## config.mk

```make
export PLATFORM = sky130hd
export DESIGN_NAME = qdac_loader
export DESIGN_NICKNAME = d
export VERILOG_FILES = /design/src/rtl/qdac_pkg.sv /design/src/rtl/qdac_sync.sv /design/src/rtl/qdac_serial_ctrl.sv /design/src/rtl/qdac_channel_path.sv /design/src/rtl/qdac_loader.sv
export SDC_FILE = /design/constraint.sdc
export NUM_CORES = 1
export LEC_CHECK = 0
export BUFFER_PORTS_ARGS = -buffer_cell sky130_fd_sc_hd__buf_2
export CORE_MARGIN = 3
export CORE_UTILIZATION = 40
export DETAILED_ROUTE_END_ITERATION = 10
export HOLD_SLACK_MARGIN = 0.1
export SYNTH_ARGS = -nofsm -noshare
export SYNTH_HDL_FRONTEND = slang
export SYNTH_HIERARCHICAL = 1
export SYNTH_SLANG_ARGS = --single-unit
```

## constraint.sdc

```tcl
create_clock -name clk -period 2.56 [get_ports clk]
set_input_delay 0.256 -clock clk [delete_from_list [all_inputs] [get_ports clk]]
set_output_delay 0.256 -clock clk [all_outputs]
set_load 0.01 [all_outputs]
```

## src/rtl/qdac_pkg.sv

```systemverilog
package qdac_pkg;

  // Strobes passed from the serial control to the channel datapath
  typedef struct packed {
    logic shift;   // push bitVal into the word register
    logic bitVal;  // sampled serial bit
    logic commit;  // complete word: write addressed input latch
    logic loadEn;  // synchronized load strobe, active high
    logic hwPd;    // synchronized hardware power-down, active high
  } strobe_t;

endpackage

```

## src/rtl/qdac_sync.sv

```systemverilog
module qdac_sync #(
  parameter int WIDTH = 1,
  parameter int STAGES = 2,
  parameter logic [WIDTH-1:0] RESET_VAL = '0
) (
  input  logic             clk,
  input  logic             rstN,
  input  logic [WIDTH-1:0] d,
  output logic [WIDTH-1:0] q
);

  logic [STAGES-1:0][WIDTH-1:0] pipe;

  always_ff @(posedge clk or negedge rstN) begin
    if (!rstN) begin
      pipe <= {STAGES{RESET_VAL}};
    end else begin
      pipe[0] <= d;
      for (int s = 1; s < STAGES; s++) begin
        pipe[s] <= pipe[s-1];
      end
    end
  end

  assign q = pipe[STAGES-1];

endmodule

```

## src/rtl/qdac_serial_ctrl.sv

```systemverilog
module qdac_serial_ctrl
  import qdac_pkg::*;
#(
  parameter int FRAME_W = 16,
  parameter int ADDR_W = 2,
  parameter int CODE_W = 10,
  parameter int SYNC_STAGES = 2
) (
  input  logic    clk,
  input  logic    rstN,
  input  logic    csN,
  input  logic    fsN,
  input  logic    sclk,
  input  logic    din,
  input  logic    loadN,
  input  logic    pdN,
  output strobe_t strb
);

  localparam int USED_W = ADDR_W + 2 + CODE_W;
  localparam int CNT_W = $clog2(FRAME_W + 1);
  localparam logic [CNT_W-1:0] LAST = CNT_W'(FRAME_W);
  localparam logic [CNT_W-1:0] USED = CNT_W'(USED_W);

  // order: csN, fsN, sclk, din, loadN, pdN
  logic [5:0] syncOut;
  logic csSync, fsSync, sclkSync, dinSync, loadSync, pdSync;

  qdac_sync #(
    .WIDTH(6),
    .STAGES(SYNC_STAGES),
    .RESET_VAL(6'b110011)
  ) pinSync_i (
    .clk (clk),
    .rstN(rstN),
    .d   ({csN, fsN, sclk, din, loadN, pdN}),
    .q   (syncOut)
  );

  assign {csSync, fsSync, sclkSync, dinSync, loadSync, pdSync} = syncOut;

  logic sclkPrev, fsPrev;
  logic sclkFall, fsFall;
  logic active;
  logic [CNT_W-1:0] bitCount;
  logic frameDone, shiftNow;

  assign sclkFall  = sclkPrev & ~sclkSync;
  assign fsFall    = fsPrev & ~fsSync;
  assign frameDone = active && (bitCount == LAST);
  assign shiftNow  = active && !csSync && !fsFall && sclkFall && (bitCount < LAST);

  always_ff @(posedge clk or negedge rstN) begin
    if (!rstN) begin
      sclkPrev <= 1'b0;
      fsPrev   <= 1'b1;
      active   <= 1'b0;
      bitCount <= '0;
    end else begin
      sclkPrev <= sclkSync;
      fsPrev   <= fsSync;
      if (csSync) begin
        active   <= 1'b0;
        bitCount <= '0;
      end else if (fsFall) begin
        active   <= 1'b1;
        bitCount <= '0;
      end else if (frameDone) begin
        active <= 1'b0;
      end else if (shiftNow) begin
        bitCount <= bitCount + 1'b1;
      end
    end
  end

  // trailing bits beyond the used field are counted but never stored
  assign strb.shift  = shiftNow && (bitCount < USED);
  assign strb.bitVal = dinSync;
  assign strb.commit = frameDone && !csSync && !fsFall;
  assign strb.loadEn = ~loadSync;
  assign strb.hwPd   = ~pdSync;

  AST_COUNT_BOUND: assert property (@(posedge clk) disable iff (!rstN)
    active |-> (bitCount <= LAST));
  AST_COMMIT_ENDS_FRAME: assert property (@(posedge clk) disable iff (!rstN)
    strb.commit |=> !active);
  AST_CS_HIGH_IDLE: assert property (@(posedge clk) disable iff (!rstN)
    csSync |=> (!active && !strb.commit));
  AST_CS_RISE_DROPS: assert property (@(posedge clk) disable iff (!rstN)
    $rose(csSync) |=> (bitCount == '0));

endmodule

```

## src/rtl/qdac_channel_path.sv

```systemverilog
module qdac_channel_path
  import qdac_pkg::*;
#(
  parameter int NUM_CH = 4,
  parameter int ADDR_W = 2,
  parameter int CODE_W = 10
) (
  input  logic                     clk,
  input  logic                     rstN,
  input  strobe_t                  strb,
  output logic [NUM_CH*CODE_W-1:0] codesFlat,
  output logic [NUM_CH-1:0]        fastOut,
  output logic [NUM_CH-1:0]        pdOut
);

  localparam int USED_W = ADDR_W + 2 + CODE_W;
  localparam int FAST_POS = CODE_W + 1;
  localparam int PD_POS = CODE_W;

  logic [USED_W-1:0] wordReg;
  logic [ADDR_W-1:0] wordAddr;

  always_ff @(posedge clk or negedge rstN) begin
    if (!rstN) begin
      wordReg <= '0;
    end else if (strb.shift) begin
      wordReg <= {wordReg[USED_W-2:0], strb.bitVal};
    end
  end

  assign wordAddr = wordReg[USED_W-1 -: ADDR_W];

  logic [NUM_CH-1:0][CODE_W-1:0] inCode, outCode;
  logic [NUM_CH-1:0] inFast, inPd, outFast, outPd;

  for (genvar ch = 0; ch < NUM_CH; ch++) begin : g_chan
    always_ff @(posedge clk or negedge rstN) begin
      if (!rstN) begin
        inCode[ch] <= '0;
        inFast[ch] <= 1'b0;
        inPd[ch]   <= 1'b1;
      end else if (strb.commit && (wordAddr == ADDR_W'(ch))) begin
        inCode[ch] <= wordReg[CODE_W-1:0];
        inFast[ch] <= wordReg[FAST_POS];
        inPd[ch]   <= wordReg[PD_POS];
      end
    end

    always_ff @(posedge clk or negedge rstN) begin
      if (!rstN) begin
        outCode[ch] <= '0;
        outFast[ch] <= 1'b0;
        outPd[ch]   <= 1'b1;
      end else if (strb.loadEn) begin
        outCode[ch] <= inCode[ch];
        outFast[ch] <= inFast[ch];
        outPd[ch]   <= inPd[ch];
      end
    end

    always_ff @(posedge clk or negedge rstN) begin
      if (!rstN) begin
        pdOut[ch] <= 1'b1;
      end else begin
        pdOut[ch] <= outPd[ch] | strb.hwPd;
      end
    end

    assign codesFlat[ch*CODE_W +: CODE_W] = outCode[ch];
  end

  assign fastOut = outFast;

  AST_IN_HOLD: assert property (@(posedge clk) disable iff (!rstN)
    !strb.commit |=> ($stable(inCode) && $stable(inFast) && $stable(inPd)));
  AST_OUT_HOLD: assert property (@(posedge clk) disable iff (!rstN)
    !strb.loadEn |=> ($stable(outCode) && $stable(outFast) && $stable(outPd)));
  AST_HW_PD_ALL: assert property (@(posedge clk) disable iff (!rstN)
    strb.hwPd |=> (&pdOut));
  AST_ONE_WRITE: assert property (@(posedge clk) disable iff (!rstN)
    strb.commit |=> ($countones(inCode ^ $past(inCode)) <= CODE_W));

endmodule

```

## src/rtl/qdac_loader.sv

```systemverilog
module qdac_loader #(
  parameter int NUM_CH = 4,
  parameter int CODE_W = 10,
  parameter int FRAME_W = 16,
  parameter int SYNC_STAGES = 2
) (
  input  logic                     clk,
  input  logic                     rstN,
  input  logic                     csN,
  input  logic                     fsN,
  input  logic                     sclk,
  input  logic                     din,
  input  logic                     loadN,
  input  logic                     pdN,
  output logic [NUM_CH*CODE_W-1:0] dacCodes,
  output logic [NUM_CH-1:0]        chanFast,
  output logic [NUM_CH-1:0]        chanPowerDown
);

  localparam int ADDR_W = (NUM_CH > 1) ? $clog2(NUM_CH) : 1;

  qdac_pkg::strobe_t strb;

  qdac_serial_ctrl #(
    .FRAME_W(FRAME_W),
    .ADDR_W(ADDR_W),
    .CODE_W(CODE_W),
    .SYNC_STAGES(SYNC_STAGES)
  ) ctrl_i (
    .clk  (clk),
    .rstN (rstN),
    .csN  (csN),
    .fsN  (fsN),
    .sclk (sclk),
    .din  (din),
    .loadN(loadN),
    .pdN  (pdN),
    .strb (strb)
  );

  qdac_channel_path #(
    .NUM_CH(NUM_CH),
    .ADDR_W(ADDR_W),
    .CODE_W(CODE_W)
  ) path_i (
    .clk      (clk),
    .rstN     (rstN),
    .strb     (strb),
    .codesFlat(dacCodes),
    .fastOut  (chanFast),
    .pdOut    (chanPowerDown)
  );

endmodule

```

After elaboration in Yosys (flattened, before gate mapping)
Cells that the tools add are included.
{ "totals": {"regBits": 134, "ramBits": 0, "latchBits": 0, "out_inout_bits": 48, "rom_bits": 0, "n_memories": 0} }
{ "classes": {"shift": 0, "n_eq_ne": 5, "mul": 0, "add_sub_neg": 1, "muxes": 7, "bitwise_logic": 9, "n_lt_le_gt_ge": 2, "div_mod_pow": 0, "n_reduce_logical": 18} }
{ "ops": {"columns": ["op", "n"], "rows": [
  ["$mux W5", 4],
  ["$logic_and A1 B1 Y1", 12],
  ["$reduce_bool A3 Y1", 2],
  ["$add A5 B1 Y5 const B", 1],
  ["$eq A5 B5 Y1 const B", 1],
  ["$lt A5 B4 Y1 const B", 1],
  ["$lt A5 B5 Y1 const B", 1],
  ["$eq A2 B2 Y1 const B", 2],
  ["$or A1 B1 Y1", 4],
  ["$mux W1", 3],
  ["$ne A3 B2 Y1 const B", 1],
  ["$not A1 Y1", 3],
  ["$and A1 B1 Y1", 2],
  ["$eq A2 B1 Y1 const B", 1],
  ["$logic_not A1 Y1", 2],
  ["$logic_not A2 Y1", 1],
  ["$reduce_and A2 Y1", 1]
]} }

Longest topological paths before layout
{ "depth": {"word_depth": 10, "depth_mapped": 8, "depth_no_buf": 7} }

Modules after synthesis
The synthesis kept the hierarchy.
{ "modules_own_cells": {"columns": ["mod", "seq_area_each_um2", "cells_each", "area_each_um2", "n_inst"], "rows": [
  ["qdac_channel_path", 2867.8, 242, 4226.6, 1],
  ["qdac_serial_ctrl", 201.4, 41, 419.2, 1],
  ["qdac_sync", 310.3, 18, 355.3, 1]
]} }

Worst setup path after synthesis
OpenSTA, ideal clock, no wires.
{ "synth_timing": {"path_type": "register to register", "startpoint": "reg ctrl_i.pinSync_i.pipe (netlist bit ctrl_i/pinSync_i/q[4])", "endpoint": "reg path_i.wordReg[0]", "required_ns": 2.435, "n_path_buf": 3, "setup_ns": 0.125, "stages_incl_launch_ff": 8, "slack_ns": 0.334, "synth_period_minus_slack_ns": 2.226, "t_arrival_ns": 2.101, "path_cell_list": "dfstp_2 > buf_4 > nor2b_1 > or2_1 > clkbuf_1 > a311oi_1 > buf_2 > mux2_2"} }
{ "synth_rtl": {"columns": ["item", "line", "text"], "rows": [
  ["start: declaration", "qdac_sync.sv:12", "logic [STAGES-1:0][WIDTH-1:0] pipe;"],
  ["start signal: assignment", "qdac_sync.sv:16", "pipe <= {STAGES{RESET_VAL}};"],
  ["start signal: indexed assignment", "qdac_sync.sv:20", "pipe[s] <= pipe[s-1];"],
  ["end signal: assignment", "qdac_channel_path.sv:27", "wordReg <= {wordReg[USED_W-2:0], strb.bitVal};"],
  ["end: declaration", "qdac_channel_path.sv:20", "logic [USED_W-1:0] wordReg;"]
]} }

==> impl_metrics.json <==
{
  "period_needed_ns": 2.19,
  "wl_mm": 8.57,
  "synth_top_area_frac": 0.565,
  "yosys_warnings": 6,
  "row_count": 40,
  "post-route-period-util": 0.856,
  "fin_nets": 386,
  "h-tree-depth": 4,
  "yosysUniqueCellTypes": 25,
  "hpwl_mm": 5.60,
  "relSlewSlack": 0.691,
  "drc_errors": 0,
  "die_w_um": 118,
  "wl_per_cell_um": 15.4,
  "grt.overflow.total": 0,
  "synth_area_per_cell_um2": 16.6,
  "cp_top_family": "simple AND/OR/NAND/NOR gates",
  "grt_pass1_vias": 2756,
  "hold_path_class": "register to register",
  "synth_top_area_cell": "dfrtp_1",
  "die_area_um2": 13900,
  "synth.area.top_cells": "dfrtp_1 57%, mux2_2 25%, dfstp_2 11%",
  "cts_made_buffers": 17,
  "cts_setup_buffers": 0,
  "cp_data_arrival_time_ns": 2.47,
  "start_kind": "register",
  "layout_common_cells": "113 x dfrtp_1, 110 x mux2_2, 54 x buf_2, 21 x dfstp_2, 17 x clkbuf_16",
  "ys_ff_latch": 134,
  "drv_cap": 0,
  "cts_resized": 0,
  "worst_path_largest_cell_delay_ns": 0.40,
  "gp_congestion": 0.744,
  "holdBufCountCts": 7,
  "setup_ws_ns": 0.370,
  "fillers": 1090,
  "max_freq_mhz": 457,
  "crit_fanout": 12,
  "peakVddDrop_mv": 0.424,
  "clk_latency_ns": 0.40,
  "core-area_um2": 12100,
  "clock_sinks": 134,
  "grt_max_degree": 52,
  "p_per_area_nw_per_um2": 739,
  "path_class": "register to register",
  "slew_viol_final": 0,
  "p_leak_uw": 0.00313,
  "start_util": 0.413,
  "grt_usage": 0.138,
  "cp_cell_sequence": "inv_1, ha_1, nor4bb_1, nand2_1, nor2_1, nor3b_2, buf_4, mux2_2",
  "worst_pin_slew_ns": 0.463,
  "cp_slowest_cell": "dfrtp_1",
  "clkTransAtPathRegs_ns": 0.05,
  "num_io_pins": 56,
  "area_growth_pct": 21.9,
  "drtPass1Iterations": 4,
  "dp_slack_ns": 0.369,
  "die_h_um": 118,
  "outcome": "finished clean",
  "diodes": 0,
  "root_buffer": "clkbuf_16",
  "rsz0062_at_grt": "false",
  "final_hold_viol_count": 0,
  "path_buf_inv": 2,
  "tns_ns": 0,
  "vias_per_cell": 4.69,
  "setup_viol": 0,
  "final_common_cell": "dfrtp_1",
  "cts_tree": "yes",
  "syn_nets": 311,
  "drive_gt1_frac": 0.599,
  "setup.worst_path.end_class": "register",
  "dr_total_vias": 2603,
  "final.setup_skew_ns": 0.00891,
  "ant_nets": 0,
  "syn_area_um2": 5000,
  "grt_pass1_wl_mm": 14.8,
  "synth_seq_area_share": 0.676,
  "hold_slack_ns": 0.348,
  "critical_path_required_ns": 2.84,
  "antenna_found_initial": 0,
  "portBuffers": 55,
  "cts_buffer_depth": 2,
  "drtIter0Drc": 105,
  "synth_cells": 301
}
metal layers:
metal / vias up / global-route usage / share of wire
met4: 0 / 0.0681 / 0.017
met3: 10 / 0.0370 / 0.031
li1: 1195 / - / -
met1: 1353 / 0.184 / 0.48
met5: - / 0 / 0
met2: 45 / 0.208 / 0.48
where the power goes:
| part | internal (uW) | switching [uW] |
|---|---|---|
| logic | 44.7 | 70.2 |
| registers | 2150 | 20.7 |
| clock network | 1420 | 795 |
kinds of logic after synthesis:
kind of cell / Yosys count / share of synthesized area
AO/OA/AOI/OAI: 9 / 0.0115
adder cells (fa/ha/maj): 2 / 0.00500
flip-flops: 134 / 0.676
multiplexers: 110 / 0.248
AND/OR/NAND/NOR: 24 / 0.0340
buffers and inverters: 22 / 0.0260
registers in the layout, indices dropped and copies added, names as in the netlist, 5 cells and up:
register / flops
path_i/inCode: 40
ctrl_i/pinSync_i/pipe: 6
path_i/codesFlat: 40
ctrl_i/bitCount: 5
path_i/wordReg: 14
ctrl_i/pinSync_i/q: 6
through the flow:
step                utilization  total power [uW]  std cells  instance area (um^2)
floorplan                     -              2250        301                  5000
global placement          0.453              2320        518                  5480
detailed placement        0.453              2320        518                  5480
CTS                       0.503              4570        555                  6100
global route              0.503              4690        555                  6100
finish                    0.503              4510        555                  6100
worst paths after layout:
path / start / end / depth (start not counted) / slack, ns
worst max-delay path: ctrl_i/bitCount[0]$_DFFE_PN0P_ / path_i/inCode[8]$_DFFE_PN0P_ / 8 / 0.37
worst min-delay path: ctrl_i/pinSync_i/pipe[2]$_DFF_PN0_ / ctrl_i/pinSync_i/q[2]$_DFF_PN0_ / 0 / 0.35
worst max register to register: ctrl_i/bitCount[0]$_DFFE_PN0P_ / path_i/inCode[8]$_DFFE_PN0P_ / 8 / 0.37
worst min register to register: ctrl_i/pinSync_i/pipe[2]$_DFF_PN0_ / ctrl_i/pinSync_i/q[2]$_DFF_PN0_ / 0 / 0.35
max in group asynchronous: rstN / path_i/inPd[0]$_DFFE_PN1P_ / 3 / 1.41
min in group asynchronous: rstN / path_i/fastOut[1]$_DFFE_PN0P_ / 2 / 0.36
final cells by class:
cell class              instances  area (um^2)  area share
well taps                     168          210      0.0345
clock buffers                  26          499      0.0819
inverters                       5         18.8     0.00308
multi-input cells             145         1500       0.246
repair buffers                 73          447      0.0733
flip-flops and latches        134         3380       0.554
clock inverters                 4         45.0     0.00739
Yosys cell counts (all sizes together):
| cell | number |
|---|---|
| dfrtp | 113 |
| mux2 | 110 |
| dfstp | 21 |
| buf | 16 |
| inv | 5 |
| nand2 | 5 |
| or2 | 5 |
| a21oi | 4 |
| ha | 2 |
| nand3 | 2 |
| nand3b | 2 |
| nor2 | 2 |
| nor2b | 2 |
| o21ai | 2 |
| or3 | 2 |
| a311oi | 1 |
| a41oi | 1 |
| and4bb | 1 |
| clkbuf | 1 |
| nand4bb | 1 |
| nor3b | 1 |
| nor4bb | 1 |
| o21ba | 1 |
Note: power is estimated with default switching activity, not from simulation.
